--- src/rtl/dac_seq_pkg.sv ---
package dac_seq_pkg;

    localparam int unsigned CMD_W  = 16;
    localparam int unsigned DATA_W = 8;
    localparam int unsigned CH_N   = 2;

    // control field positions inside the command word (decoded by the DAC)
    localparam int unsigned POS_PD  = 12;
    localparam int unsigned POS_UPD = 11;
    localparam int unsigned POS_DEF = 10;
    localparam int unsigned POS_CH  = 8;

    typedef enum logic [3:0] {
        ST_PWRUP,
        ST_IDLE,
        ST_SETUP,
        ST_HIGH,
        ST_LOW,
        ST_PAUSE,
        ST_TAIL,
        ST_RECOVER,
        ST_LDPULSE,
        ST_DONE
    } seq_state_t;

endpackage

--- src/rtl/dac_word_pack.sv ---
module dac_word_pack
    import dac_seq_pkg::*;
(
    input  logic [CH_N-1:0]   chan_mask,
    input  logic [DATA_W-1:0] value,
    input  logic              upd,
    input  logic              defer,
    input  logic              pdown,
    output logic [CMD_W-1:0]  word
);

    always_comb begin
        word                  = '0;
        word[DATA_W-1:0]      = value;
        word[POS_CH +: CH_N]  = chan_mask;
        word[POS_DEF]         = defer;
        word[POS_UPD]         = upd;
        word[POS_PD]          = pdown;
    end

endmodule

--- src/rtl/dac_tick_timer.sv ---
module dac_tick_timer #(
    parameter int unsigned TW      = 10,
    parameter int unsigned RST_LEN = 1
) (
    input  logic          clk,
    input  logic          rst_n,
    input  logic          load,
    input  logic [TW-1:0] load_val,
    output logic          expired
);

    logic [TW-1:0] cnt;

    always_ff @(posedge clk or negedge rst_n) begin
        if (!rst_n) begin
            cnt <= TW'(RST_LEN - 1);
        end else if (load) begin
            cnt <= load_val - 1'b1;
        end else if (cnt != '0) begin
            cnt <= cnt - 1'b1;
        end
    end

    assign expired = (cnt == '0);

    // a phase of zero length would wrap the counter
    always @(posedge clk) begin
        if (rst_n && load) begin
            a_r4_phase_nonzero: assert (load_val != '0)
                else $error("phase length of zero loaded");
        end
    end

endmodule

--- src/rtl/dac_frame_shifter.sv ---
module dac_frame_shifter #(
    parameter int unsigned W  = 16,
    parameter int unsigned IW = $clog2(W + 1)
) (
    input  logic          clk,
    input  logic          rst_n,
    input  logic          load,
    input  logic [W-1:0]  word,
    input  logic          shift,
    output logic          bit_out,
    output logic [IW-1:0] idx
);

    logic [W-1:0] sreg;

    always_ff @(posedge clk or negedge rst_n) begin
        if (!rst_n) begin
            sreg <= '0;
            idx  <= '0;
        end else if (load) begin
            sreg <= word;
            idx  <= '0;
        end else if (shift) begin
            sreg <= {sreg[W-2:0], 1'b0};
            idx  <= idx + 1'b1;
        end
    end

    assign bit_out = sreg[W-1];

    // never shift beyond the frame
    a_r2_no_overshift: assert property (@(posedge clk) disable iff (!rst_n)
        shift |-> (idx < IW'(W)))
        else $error("shift past end of frame");

endmodule

--- src/rtl/dac_cmd_seq.sv ---
module dac_cmd_seq
    import dac_seq_pkg::*;
#(
    parameter int unsigned HALF_CYC   = 8,
    parameter int unsigned CSS_CYC    = 6,
    parameter int unsigned CSW_CYC    = 8,
    parameter int unsigned LD_GAP_CYC = 10,
    parameter int unsigned LD_W_CYC   = 10,
    parameter int unsigned PAUSE_CYC  = 16,
    parameter int unsigned PWRUP_CYC  = 1000
) (
    input  logic       clk,
    input  logic       rst_n,
    input  logic       req_valid,
    input  logic [1:0] req_chan,
    input  logic [7:0] req_value,
    input  logic       req_update,
    input  logic       req_defer,
    input  logic       req_pdown,
    input  logic       req_split,
    output logic       busy,
    output logic       done,
    output logic       sclk,
    output logic       cs_n,
    output logic       mosi,
    output logic       load_n
);

    function automatic int unsigned umax(int unsigned a, int unsigned b);
        return (a > b) ? a : b;
    endfunction

    localparam int unsigned REC_LD_CYC = umax(CSW_CYC, LD_GAP_CYC);
    localparam int unsigned MAX_DUR    = umax(umax(umax(HALF_CYC, CSS_CYC), umax(REC_LD_CYC, LD_W_CYC)),
                                              umax(PAUSE_CYC, PWRUP_CYC));
    localparam int unsigned TW         = $clog2(MAX_DUR + 1);
    localparam int unsigned IW         = $clog2(CMD_W + 1);

    seq_state_t       state, nxt;
    logic             accept;
    logic             split_q, pulse_q;
    logic             tmr_load, tmr_exp;
    logic [TW-1:0]    tmr_val;
    logic [CMD_W-1:0] cmd_word;
    logic             sh_shift;
    logic [IW-1:0]    bit_idx;
    logic             last_bit, byte_end;

    assign accept   = (state == ST_IDLE) && req_valid;
    assign last_bit = (bit_idx == IW'(CMD_W - 1));
    assign byte_end = (bit_idx == IW'(DATA_W - 1));
    assign sh_shift = (state == ST_HIGH) && tmr_exp;

    dac_word_pack u_pack (
        .chan_mask (req_chan),
        .value     (req_value),
        .upd       (req_update),
        .defer     (req_defer),
        .pdown     (req_pdown),
        .word      (cmd_word)
    );

    dac_frame_shifter #(.W(CMD_W), .IW(IW)) u_shift (
        .clk     (clk),
        .rst_n   (rst_n),
        .load    (accept),
        .word    (cmd_word),
        .shift   (sh_shift),
        .bit_out (mosi),
        .idx     (bit_idx)
    );

    dac_tick_timer #(.TW(TW), .RST_LEN(PWRUP_CYC)) u_timer (
        .clk      (clk),
        .rst_n    (rst_n),
        .load     (tmr_load),
        .load_val (tmr_val),
        .expired  (tmr_exp)
    );

    // request options held for the whole sequence
    always_ff @(posedge clk or negedge rst_n) begin
        if (!rst_n) begin
            split_q <= 1'b0;
            pulse_q <= 1'b0;
        end else if (accept) begin
            split_q <= req_split;
            pulse_q <= req_update & req_defer;
        end
    end

    // length of each state in clock cycles
    always_comb begin
        unique case (nxt)
            ST_PWRUP:   tmr_val = TW'(PWRUP_CYC);
            ST_SETUP:   tmr_val = TW'(CSS_CYC);
            ST_HIGH,
            ST_LOW,
            ST_TAIL:    tmr_val = TW'(HALF_CYC);
            ST_PAUSE:   tmr_val = TW'(PAUSE_CYC);
            ST_RECOVER: tmr_val = pulse_q ? TW'(REC_LD_CYC) : TW'(CSW_CYC);
            ST_LDPULSE: tmr_val = TW'(LD_W_CYC);
            default:    tmr_val = TW'(1);
        endcase
    end

    assign tmr_load = (nxt != state);

    // next-state logic
    always_comb begin
        nxt = state;
        unique case (state)
            ST_PWRUP:   if (tmr_exp) nxt = ST_IDLE;
            ST_IDLE:    if (req_valid) nxt = ST_SETUP;
            ST_SETUP:   if (tmr_exp) nxt = ST_HIGH;
            ST_HIGH: begin
                if (tmr_exp) begin
                    if (last_bit)                nxt = ST_TAIL;
                    else if (split_q && byte_end) nxt = ST_PAUSE;
                    else                         nxt = ST_LOW;
                end
            end
            ST_LOW:     if (tmr_exp) nxt = ST_HIGH;
            ST_PAUSE:   if (tmr_exp) nxt = ST_LOW;
            ST_TAIL:    if (tmr_exp) nxt = ST_RECOVER;
            ST_RECOVER: if (tmr_exp) nxt = pulse_q ? ST_LDPULSE : ST_DONE;
            ST_LDPULSE: if (tmr_exp) nxt = ST_DONE;
            ST_DONE:    nxt = ST_IDLE;
            default:    nxt = ST_IDLE;
        endcase
    end

    // state register
    always_ff @(posedge clk or negedge rst_n) begin
        if (!rst_n) state <= ST_PWRUP;
        else        state <= nxt;
    end

    // registered outputs, aligned with the state they belong to
    always_ff @(posedge clk or negedge rst_n) begin
        if (!rst_n) begin
            sclk   <= 1'b0;
            cs_n   <= 1'b1;
            load_n <= 1'b1;
            done   <= 1'b0;
            busy   <= 1'b1;
        end else begin
            sclk   <= (nxt == ST_HIGH);
            cs_n   <= !((nxt == ST_SETUP) || (nxt == ST_HIGH) || (nxt == ST_LOW) ||
                        (nxt == ST_PAUSE) || (nxt == ST_TAIL));
            load_n <= (nxt != ST_LDPULSE);
            done   <= (nxt == ST_DONE);
            busy   <= (nxt != ST_IDLE);
        end
    end

    // nothing moves on the link during the power-up wait
    a_r1_quiet_in_powerup: assert property (@(posedge clk) disable iff (!rst_n)
        (state == ST_PWRUP) |-> (cs_n && busy && !sclk))
        else $error("link active during power-up wait");

    // clock only inside a frame
    a_r3_clock_inside_frame: assert property (@(posedge clk) disable iff (!rst_n)
        sclk |-> !cs_n)
        else $error("sclk high with chip select released");

    // data steady while clock is high
    a_r3_data_steady_high: assert property (@(posedge clk) disable iff (!rst_n)
        (sclk && $past(sclk)) |-> $stable(mosi))
        else $error("mosi moved while sclk high");

    // pause keeps chip select low with the clock at rest
    a_r6_pause_holds_cs: assert property (@(posedge clk) disable iff (!rst_n)
        (state == ST_PAUSE) |-> (!cs_n && !sclk))
        else $error("pause without chip select held");

    // load pulse only with chip select high
    a_r7_load_outside_frame: assert property (@(posedge clk) disable iff (!rst_n)
        !load_n |-> cs_n)
        else $error("load pulse inside a frame");

    // done lasts one cycle
    a_r9_done_one_cycle: assert property (@(posedge clk) disable iff (!rst_n)
        done |=> !done)
        else $error("done held longer than one cycle");

endmodule

--- config.mk ---
export PLATFORM = sky130hd
export DESIGN_NAME = dac_cmd_seq
export DESIGN_NICKNAME = d
export VERILOG_FILES = /design/src/rtl/dac_seq_pkg.sv /design/src/rtl/dac_word_pack.sv /design/src/rtl/dac_tick_timer.sv /design/src/rtl/dac_frame_shifter.sv /design/src/rtl/dac_cmd_seq.sv
export SDC_FILE = /design/constraint.sdc
export NUM_CORES = 1
export LEC_CHECK = 0
export BUFFER_PORTS_ARGS = -buffer_cell sky130_fd_sc_hd__clkbuf_2
export CAP_MARGIN = 20
export CORE_MARGIN = 8
export CORE_UTILIZATION = 40
export DETAILED_ROUTE_END_ITERATION = 12
export GPL_TIMING_DRIVEN = 1
export PLACE_DENSITY = 0.62
export SETUP_SLACK_MARGIN = 0.05
export SYNTH_ARGS = -nofsm -noshare
export SYNTH_HDL_FRONTEND = slang
export SYNTH_SLANG_ARGS = --single-unit
--- constraint.sdc ---
create_clock -name clk -period 3.3 [get_ports clk]
set_input_delay 0.165 -clock clk [delete_from_list [all_inputs] [get_ports clk]]
set_output_delay 0.165 -clock clk [all_outputs]
set_load 0.1 [all_outputs]
==> impl_metrics.csv, run 1 <==
group,metric,value,unit
worst_hold_path,whs_endpoint,"u_shift.sreg[0]",
die,start_util,41.29,%
layout,antennaDiodeCount,0,
synthesis,yosysMostFrequentCell,"nand2_1",
synthesis,yosysTopAreaCellShare,34.12,%
die,core-area,5507,um^2
power_and_ir_drop,leakage,1.183,nW
timing,maxSlewHeadroom,48.53,%
timing,holdWs,0.05884,ns
flow_run,max_cap_viol_count,0,
setup_path,reg2reg_to,"u_timer.cnt[8]",
timing,maxSlewViolCount,0,
setup_path,worstPathArrival,3.32,ns
cts,h-tree-depth,2,
synthesis,avgSynthCellArea,9.433,um^2
routing,drtIter0Drc,185,
setup_path,end_kind,"flop",
placed_design,placed_cells,332,
routing,wl_per_cell,15.51,um
setup_path,r2r-start,"u_timer.cnt[8]",
layout,layout.nets,288,
synthesis,synthesis.nets,261,
cts,clockBufferDepth,2,
synthesis,synth-main-ff-cell,"dfrtp_1",
timing,hold_violations,0,
cts,cts.clk_slew.worst_paths,0.09,ns
timing,final.setup.tns,0,ns
timing,rsz0062_at_grt,"no",
global_route,grt_max_degree,43,
timing,worst_pin_slew,0.7692,ns
cts,worstSkewPairLatency,0.31,ns
setup_path,r2r_slack,0.20,ns
worst_hold_path,hp-start,"req_value[0]",
routing,viasPerCell,5.466,
synthesis,synthTopCellsByCount,"nand2_1, dfrtp_1, nor2_1",
cts,postCtsSetupBuffers,0,
timing,min_period,3.095,ns
layout,fin_cells,341,
die,die_x,91.39,um
power_and_ir_drop,power,0.002038,W
timing,setup_viol,0,
cts,clock_sinks,42,
die,dieArea,8352,um^2
synthesis,ys_seq_area_share,46.84,%
synthesis,synth_area_leaders,"dfrtp_1, dfstp_2, nand2_1",
setup_path,crit_required,3.52,ns
global_route,grt.total_usage,13.33,%
synthesis,syn-cell-area,2273,um^2
setup_path,r2r_cells,10,
layout,design_area,2661,um^2
routing,drtPass1Iterations,5,
synthesis,synth-warning-count,0,
routing,wl,5289,um
setup_path,critPathLaunchType,"flop",
synthesis,netlist_instances,241,
setup_path,worstSetupPathType,"reg -> reg",
placed_design,port_buffers,22,
placed_design,dp_hpwl,3661,um
global_route,grt-ovfl-total,0,
placed_design,place_congestion,0.9052,
setup_path,crit_fanout,6,
global_route,grt_pass1_vias,1852,
timing,fmax,0.3231,GHz
layout,drive_gt1_share,27.14,%
routing,vias,1864,
synthesis,synth_top_cell_by_area,"dfrtp_1",
global_route,grt_pass1_wl,9108,um
run_status,status,"completed",
layout,area_growth,17.06,%
placed_design,dpl_cell_area,2524,um^2
power_and_ir_drop,ir_worst_vdd,0.3422,mV
worst_hold_path,hold_class,"in -> reg",
routing,drc,0,
cts,cts_tree,"yes",
cts,cts-root-buf,"clkbuf_8",
timing,period_share,93.79,%
synthesis,synth_edf_count,0,
die,die_y,91.39,um
worst_hold_path,hold_path_depth,3,
die,row_count,27,
synthesis,async_flop_share,100.0,%
global_route,antenna_found_initial,0,
routing,postRouteAntennaNets,0,
die,pin_count,23,
cts,cts_buffers,5,
power_and_ir_drop,p_per_area,766.0,nW/um^2
synthesis,synth_cell_type_count,55,
timing,skew,0.007562,ns
synthesis,ys_seq_elements,42,
==> worst max-delay path, stage by stage (launching register included) <==
cell and delay, ns:
dfstp_2 0.40, nor4_4 0.43, and3_1 0.24, nor4b_1 0.06
or4b_4 0.57, a32oi_2 0.34, ha_4 0.20, nand2_1 0.10
o21bai_1 0.21, o311ai_0 0.34, nand3_1 0.13
==> metrics by stage <==
| stage | setup slack (ns) | utilization (%) |
|---|---|---|
| after CTS | 0.06123 | 47.69 |
| after global routing | 0.05533 | 48.33 |
| after global placement | 0.08027 | 45.83 |
| after floorplan | 0.1505 | - |
| after detailed placement | 0.09566 | 45.83 |
| final | 0.2049 | 48.33 |
==> how the worst max path moves through the flow <==
stage                     end            from  slack, ns
4_1_cts        u_timer.cnt[8]  u_shift.idx[0]       0.06
2_1_floorplan  u_timer.cnt[8]  u_timer.cnt[8]       0.15
5_1_grt        u_timer.cnt[8]  u_shift.idx[0]       0.06
6_report       u_timer.cnt[8]  u_timer.cnt[8]       0.20
3_5_place_dp   u_timer.cnt[8]  u_shift.idx[0]        0.1
3_3_place_gp   u_timer.cnt[8]  u_shift.idx[0]       0.08
==> placed cells by master, fill, tap and decap left out, types with 4 or more instances in the layout <==
cell,n
mux2i_1,5
o21ai_0,4
clkbuf_2,22
dfstp_2,11
nand2_1,50
a22oi_1,11
o21ai_1,8
dfrtp_1,31
a21oi_1,5
or3_1,5
buf_4,14
nand4_1,4
nand3_1,8
clkbuf_8,5
nor2b_1,5
nor2_1,17
==> state kept, by name, indices dropped and copies added, names as in the netlist <==
signal	count
state	4
sclk	1
u_shift.sreg	16
load_n	1
u_timer.cnt	10
pulse_q	1
busy	1
split_q	1
cs_n	1
done	1
u_shift.idx	5
==> cell families after synthesis <==
group | Yosys count | synth area share [%]
compound gates | 53 | 17.72
xor+xnor | 5 | 1.927
fa+ha+maj | 3 | 1.651
buf+inv | 21 | 4.182
flops | 42 | 46.84
mux | 5 | 2.202
simple gates | 112 | 25.48
==> metal layers <==
metal	track usage, %	wire length, um	vias up
met2	19.33	2305	47
met1	17.89	2604	878
met4	6.412	109	0
met3	3.539	270	12
met5	0	0	-
li1	-	-	927
==> final cells by class <==
class / instances / area (um^2)
Timing Repair Buffer: 37 / 225.2
Sequential cell: 42 / 1065
Inverter: 4 / 15.01
Tap cell: 72 / 90.09
Multi-Input combinational cell: 178 / 1174
Clock buffer: 5 / 68.82
Fill cell: 536 / 2845
Clock inverter: 3 / 23.77
==> what timing repair did <==
action,CTS,global route
hold buffers,1,0
setup endpoints to repair,0,2
endpoints found under the hold margin,31,0
gates resized for setup,0,6
==> where the power goes <==
| part | switching [W] | total, W | internal, W | leakage (nW) |
|---|---|---|---|---|
| logic | 0.000466 | 0.000786 | 0.000320 | 0.633 |
| clock network | 0.000197 | 0.000349 | 0.000151 | 0.0408 |
| registers | 0.000179 | 0.000903 | 0.000724 | 0.510 |
| total | 0.000843 | 0.00204 | 0.00120 | 1.18 |
Power figures use the tool's default switching activity.
==> inputs of run 2 (changes only) <==
CORE_ASPECT_RATIO = 0.9   (was default)
==> run 2 against run 1 <==
Net effect:
- count of clock-buffer cells in the layout did not move
- worst setup slack improved by 0.017 ns
- maximum frequency rose by 0.54%
- via count rose by 4.0%
- global-route usage rose by 0.41 points
- cell count rose by 0.88%
- clock skew barely moved
- power rose by 1.2%
- critical path depth did not move
- design area rose by 1.3%
- critical path type unchanged
- largest cell class unchanged
==> impl_metrics.csv, run 2 (same netlist as run 1, synthesis figures left out) <==
group,metric,value,unit
placed_design,dpl_cell_area,2529,um^2
placed_design,place_ws,0.1411,ns
routing,wl_per_cell,15.62,um
layout,largestRegisters,"u_shift.sreg x16, u_timer.cnt x10, u_shift.idx x5",
layout,design_area,2695,um^2
placed_design,port_buffers,22,
routing,postRouteAntennaNets,0,
timing,hold_violations,0,
power_and_ir_drop,ir_worst_vdd,0.4924,mV
die,row_count,26,
setup_path,cpMostUsedCell,"or4b_4",
layout,utilization,48.17,%
setup_path,crit_fanout,6,
die,pin_count,23,
setup_path,crit_required,3.54,ns
die,die_y,87.52,um
global_route,grt_max_degree,43,
routing,vias,1938,
timing,maxSlewHeadroom,51.75,%
cts,cts_tree,"yes",
setup_path,end_kind,"flop",
routing,viasPerCell,5.634,
timing,maxSlewViolCount,0,
power_and_ir_drop,leakage,1.217,nW
cts,cts_buffers,5,
layout,largest_reg_flops,16,
timing,fmax,0.3248,GHz
timing,setup_viol,0,
routing,drtPass1Iterations,4,
layout,antennaDiodeCount,0,
cts,cts-root-buf,"clkbuf_8",
timing,skew,0.007635,ns
timing,worst_pin_slew,0.7210,ns
setup_path,cpPeakStageDelay,0.59,ns
layout,area_growth,18.55,%
setup_path,worstSetupPathType,"reg -> reg",
setup_path,critical_path.n_buffers_inverters,0,
power_and_ir_drop,p_per_area,765.2,nW/um^2
routing,drtIter0Drc,186,
run_status,status,"completed",
cts,clockBufferDepth,2,
global_route,grt-ovfl-total,0,
layout,drive_gt1_share,28.83,%
setup_path,cpLargestDelayFamily,"simple AND/OR/NAND/NOR gates",
setup_path,r2r_slack,0.22,ns
layout,final_common_cell,"nand2_1",
die,start_util,40.63,%
global_route,grt_pass1_wl,9239,um
timing,rsz0062_at_grt,"no",
die,core-area,5595,um^2
layout,mostFrequentLayoutCells,"nand2_1, dfrtp_1, clkbuf_2",
timing,setup_slack,0.2215,ns
global_route,antenna_found_initial,0,
die,dieArea,8355,um^2
die,die_x,95.47,um
global_route,grt_use_met1,18.84,%
layout,top_register,"u_shift.sreg",
flow_run,max_cap_viol_count,0,
global_route,grt.total_usage,13.74,%
cts,clock_sinks,42,
cts,cts.clk_slew.worst_paths,0.09,ns
placed_design,place_congestion,0.8903,
setup_path,crit_chain,"nor4_4, and3_1, nor4b_1, or4b_4, a32oi_2, ha_2, nand3_2, nor3_2, or4b_4, nand3_1",
layout,fin_cells,344,
setup_path,slowest_stage,"or4b_4",
global_route,met2_usage,20.82,%
routing,drc,0,
cts,h-tree-depth,2,
global_route,busiest_layer,"met2",
setup_path,critPathLaunchType,"flop",
timing,final.setup.tns,0,ns
placed_design,placed_cells,331,
global_route,grt_pass1_vias,1930,
cts,worstSkewPairLatency,0.29,ns
layout,layout.nets,293,
worst_hold_path,hold_class,"in -> reg",
timing,min_period,3.078,ns
placed_design,dp_hpwl,3705,um
routing,wl,5373,um
setup_path,worstPathArrival,3.32,ns
global_route,use_met3,3.621,%
timing,period_share,93.29,%
[run 2: cell types whose count changed in the layout (fill, tap and decap cells not counted), sizes merged]
cell      delta
clkinv       +2
clkinvlp     -2
buf          +5
[run 2: what timing repair did]
item	4_1_cts	5_1_grt
hold buffers	0	1
setup endpoints to repair	0	3
hold endpoints to repair	0	4
setup buffers	0	3
gates resized for setup	0	7
[run 2: cell type report]
| class | count | area, um^2 |
|---|---|---|
| well taps | 70 | 87.58 |
| repair buffers | 42 | 275.3 |
| clock buffers | 5 | 68.82 |
| fillers | 549 | 2900 |
| inverters | 4 | 15.01 |
| flip-flops and latches | 42 | 1066 |
| clock inverters | 3 | 18.77 |
| multi-input cells | 178 | 1164 |
[run 2: path summary, 6_finish.rpt]
kind                                  end  depth (start not counted)      startpoint
setup / recovery           u_timer.cnt[8]                         10  u_timer.cnt[8]
min in group asynchronous  u_timer.cnt[4]                          2           rst_n
hold / removal                    split_q                          3       req_split
max in group asynchronous  u_timer.cnt[5]                          3           rst_n
hold reg to reg            u_timer.cnt[9]                          2  u_timer.cnt[9]
setup reg to reg           u_timer.cnt[8]                         10  u_timer.cnt[8]
[run 2: through the flow]
stage	hold WS [ns]	power, W
floorplan	-0.1306	0.001455
global placement	0.3572	0.001663
detailed placement	0.3695	0.001671
CTS	0.04982	0.002018
global route	0.05004	0.002223
finish	0.05841	0.002062
[run 2: metal layers]
layer | routed length (um) | share of wire [%] | vias up
li1 | - | - | 939
met1 | 2525 | 47 | 933
met2 | 2454 | 46 | 58
met3 | 334 | 6.2 | 8
met4 | 58 | 1.1 | 0
met5 | 0 | 0 | -
[run 2: worst register-to-register path, delay by kind of cell, from the launching register on]
kind / cells / cell delay [ns]
flip-flops: 1 / 0.41
AO/OA/AOI/OAI: 1 / 0.27
adder cells (fa/ha/maj): 1 / 0.26
AND/OR/NAND/NOR: 8 / 2.11
[run 2: report_power, final]
part / switching (W) / total [W] / internal, W
Combinational: 0.000477 / 0.000824 / 0.000346
Sequential: 0.000176 / 0.000902 / 0.000726
Clock: 0.000188 / 0.000337 / 0.000149
Total: 0.000841 / 0.00206 / 0.00122
==> inputs of run 3 (changes only) <==
--- a/config.mk
+++ b/config.mk
@@ -16,2 +16,3 @@
 export SETUP_SLACK_MARGIN = 0.05
+export SLEW_MARGIN = 20
 export SYNTH_ARGS = -nofsm -noshare
--- a/constraint.sdc
+++ b/constraint.sdc
@@ -3,2 +3,2 @@
 set_output_delay 0.165 -clock clk [all_outputs]
-set_load 0.1 [all_outputs]
+set_load 0.01 [all_outputs]
==> run 3 against run 2 <==
Net effect:
- global-route usage did not move
- power fell by 3.8%
- sequential cell count did not move
- combinational power fell by 9.6%
- register-to-register slack barely moved
- clock power barely moved
- highest routed layer unchanged
==> impl_metrics.csv, run 3 (same netlist as run 1, synthesis figures left out) <==
group,metric,value,unit
timing,worst_pin_slew,0.9265,ns
timing,min_period,3.088,ns
layout,largestRegisters,"u_shift.sreg x16, u_timer.cnt x10, u_shift.idx x5",
die,die_x,95.47,um
cts,cts_buffers,5,
timing,final.setup.tns,0,ns
layout,final_common_cell,"nand2_1",
timing,rsz0062_at_grt,"no",
layout,area_growth,17.23,%
routing,viasPerCell,5.617,
setup_path,critPathLaunchType,"flop",
global_route,grt_max_degree,43,
layout,antennaDiodeCount,0,
cts,cts_tree,"yes",
routing,vias,1921,
die,start_util,40.63,%
global_route,grt-ovfl-total,0,
global_route,grt.total_usage,13.74,%
setup_path,worstSetupPathType,"reg -> reg",
timing,maxSlewViolCount,0,
timing,maxSlewHeadroom,38.23,%
routing,wl_per_cell,15.75,um
cts,worstSkewPairLatency,0.29,ns
timing,period_share,93.58,%
global_route,grt_pass1_wl,9239,um
setup_path,crit_fanout,6,
placed_design,dpl_cell_area,2529,um^2
routing,wl,5386,um
worst_hold_path,hold_class,"in -> async",
layout,drive_gt1_share,28.68,%
cts,clock_sinks,42,
layout,design_area,2665,um^2
timing,setup_slack,0.2118,ns
setup_path,end_kind,"flop",
global_route,antenna_found_initial,0,
power_and_ir_drop,leakage,1.203,nW
layout,largest_reg_flops,16,
timing,holdWs,0.002018,ns
cts,cts-root-buf,"clkbuf_8",
die,core-area,5595,um^2
timing,fmax,0.3238,GHz
layout,utilization,47.63,%
setup_path,worstPathArrival,3.33,ns
die,pin_count,23,
routing,postRouteAntennaNets,0,
layout,top_register,"u_shift.sreg",
placed_design,port_buffers,22,
cts,cts.clk_slew.worst_paths,0.09,ns
power_and_ir_drop,p_per_area,744.7,nW/um^2
layout,mostFrequentLayoutCells,"nand2_1, dfrtp_1, clkbuf_2",
die,dieArea,8355,um^2
timing,setup_viol,0,
placed_design,place_ws,0.1411,ns
flow_run,max_cap_viol_count,0,
routing,drtIter0Drc,135,
power_and_ir_drop,ir_worst_vdd,0.3692,mV
cts,clockBufferDepth,2,
timing,hold_violations,0,
die,row_count,26,
routing,drc,0,
global_route,grt_pass1_vias,1930,
layout,layout.nets,291,
placed_design,place_congestion,0.8903,
die,die_y,87.52,um
timing,skew,0.005826,ns
placed_design,dp_hpwl,3705,um
cts,ctsHoldBuffers,0,
setup_path,crit_required,3.54,ns
routing,drtPass1Iterations,4,
run_status,status,"completed",
cts,h-tree-depth,2,
-- run 3: cell types whose count changed in the layout (fill, tap and decap cells not counted), sizes merged --
cell / delta
clkbuf: -1
dlygate4sd3: -1
-- run 3: final timing paths --
path	startpoint	to	slack, ns	cells after the start
max	u_timer.cnt[8]	u_timer.cnt[8]	0.21	10
min	rst_n	sclk	0.002	1
max reg2reg	u_timer.cnt[8]	u_timer.cnt[8]	0.21	10
min reg2reg	u_timer.cnt[9]	u_timer.cnt[9]	0.47	2
max in group asynchronous	rst_n	u_timer.cnt[4]	2.68	1
min in group clk	req_split	split_q	0.06	3
-- run 3: cell type report --
cell class,instances,area (um^2)
fill,551,2930
multi-input combinational,178,1164
sequential,42,1066
timing repair buffer,40,245.2
tap,70,87.58
clock buffer,5,68.82
clock inverter,3,18.77
inverter,4,15.01
-- run 3: worst max-delay path, stage by stage, from the launching register on --
cell     delay, ns
dfstp_2       0.41
nor4_4        0.39
and3_1        0.24
nor4b_1       0.06
or4b_4        0.59
a32oi_2       0.27
ha_2          0.26
nand3_2       0.09
nor3_2        0.19
or4b_4        0.47
nand3_1       0.08
-- run 3: metal layers --
metal	GRT usage [%]	routed length (um)	vias up
met5	0	0	-
met4	3.626	48	0
met3	3.621	315	6
met2	20.82	2440	51
met1	18.84	2581	931
li1	-	-	933
-- run 3: through the flow --
| stage | power (W) | cells |
|---|---|---|
| floorplan | 0.001380 | 241 |
| global placement | 0.001588 | 331 |
| detailed placement | 0.001596 | 331 |
| CTS | 0.001943 | 339 |
| global route | 0.002144 | 342 |
| finish | 0.001985 | 342 |
-- run 3: repair_timing --
item                       4_1_cts  5_1_grt
setup endpoints to repair        0        3
buffers inserted                 0        3
gates resized for setup          0        7
-- run 3: where the power goes --
| group | switching (W) | internal [W] | total, W |
|---|---|---|---|
| Combinational | 0.000401 | 0.000344 | 0.000745 |
| Sequential | 0.000178 | 0.000726 | 0.000904 |
| Clock | 0.000187 | 0.000149 | 0.000336 |
| Total | 0.000766 | 0.00122 | 0.00198 |
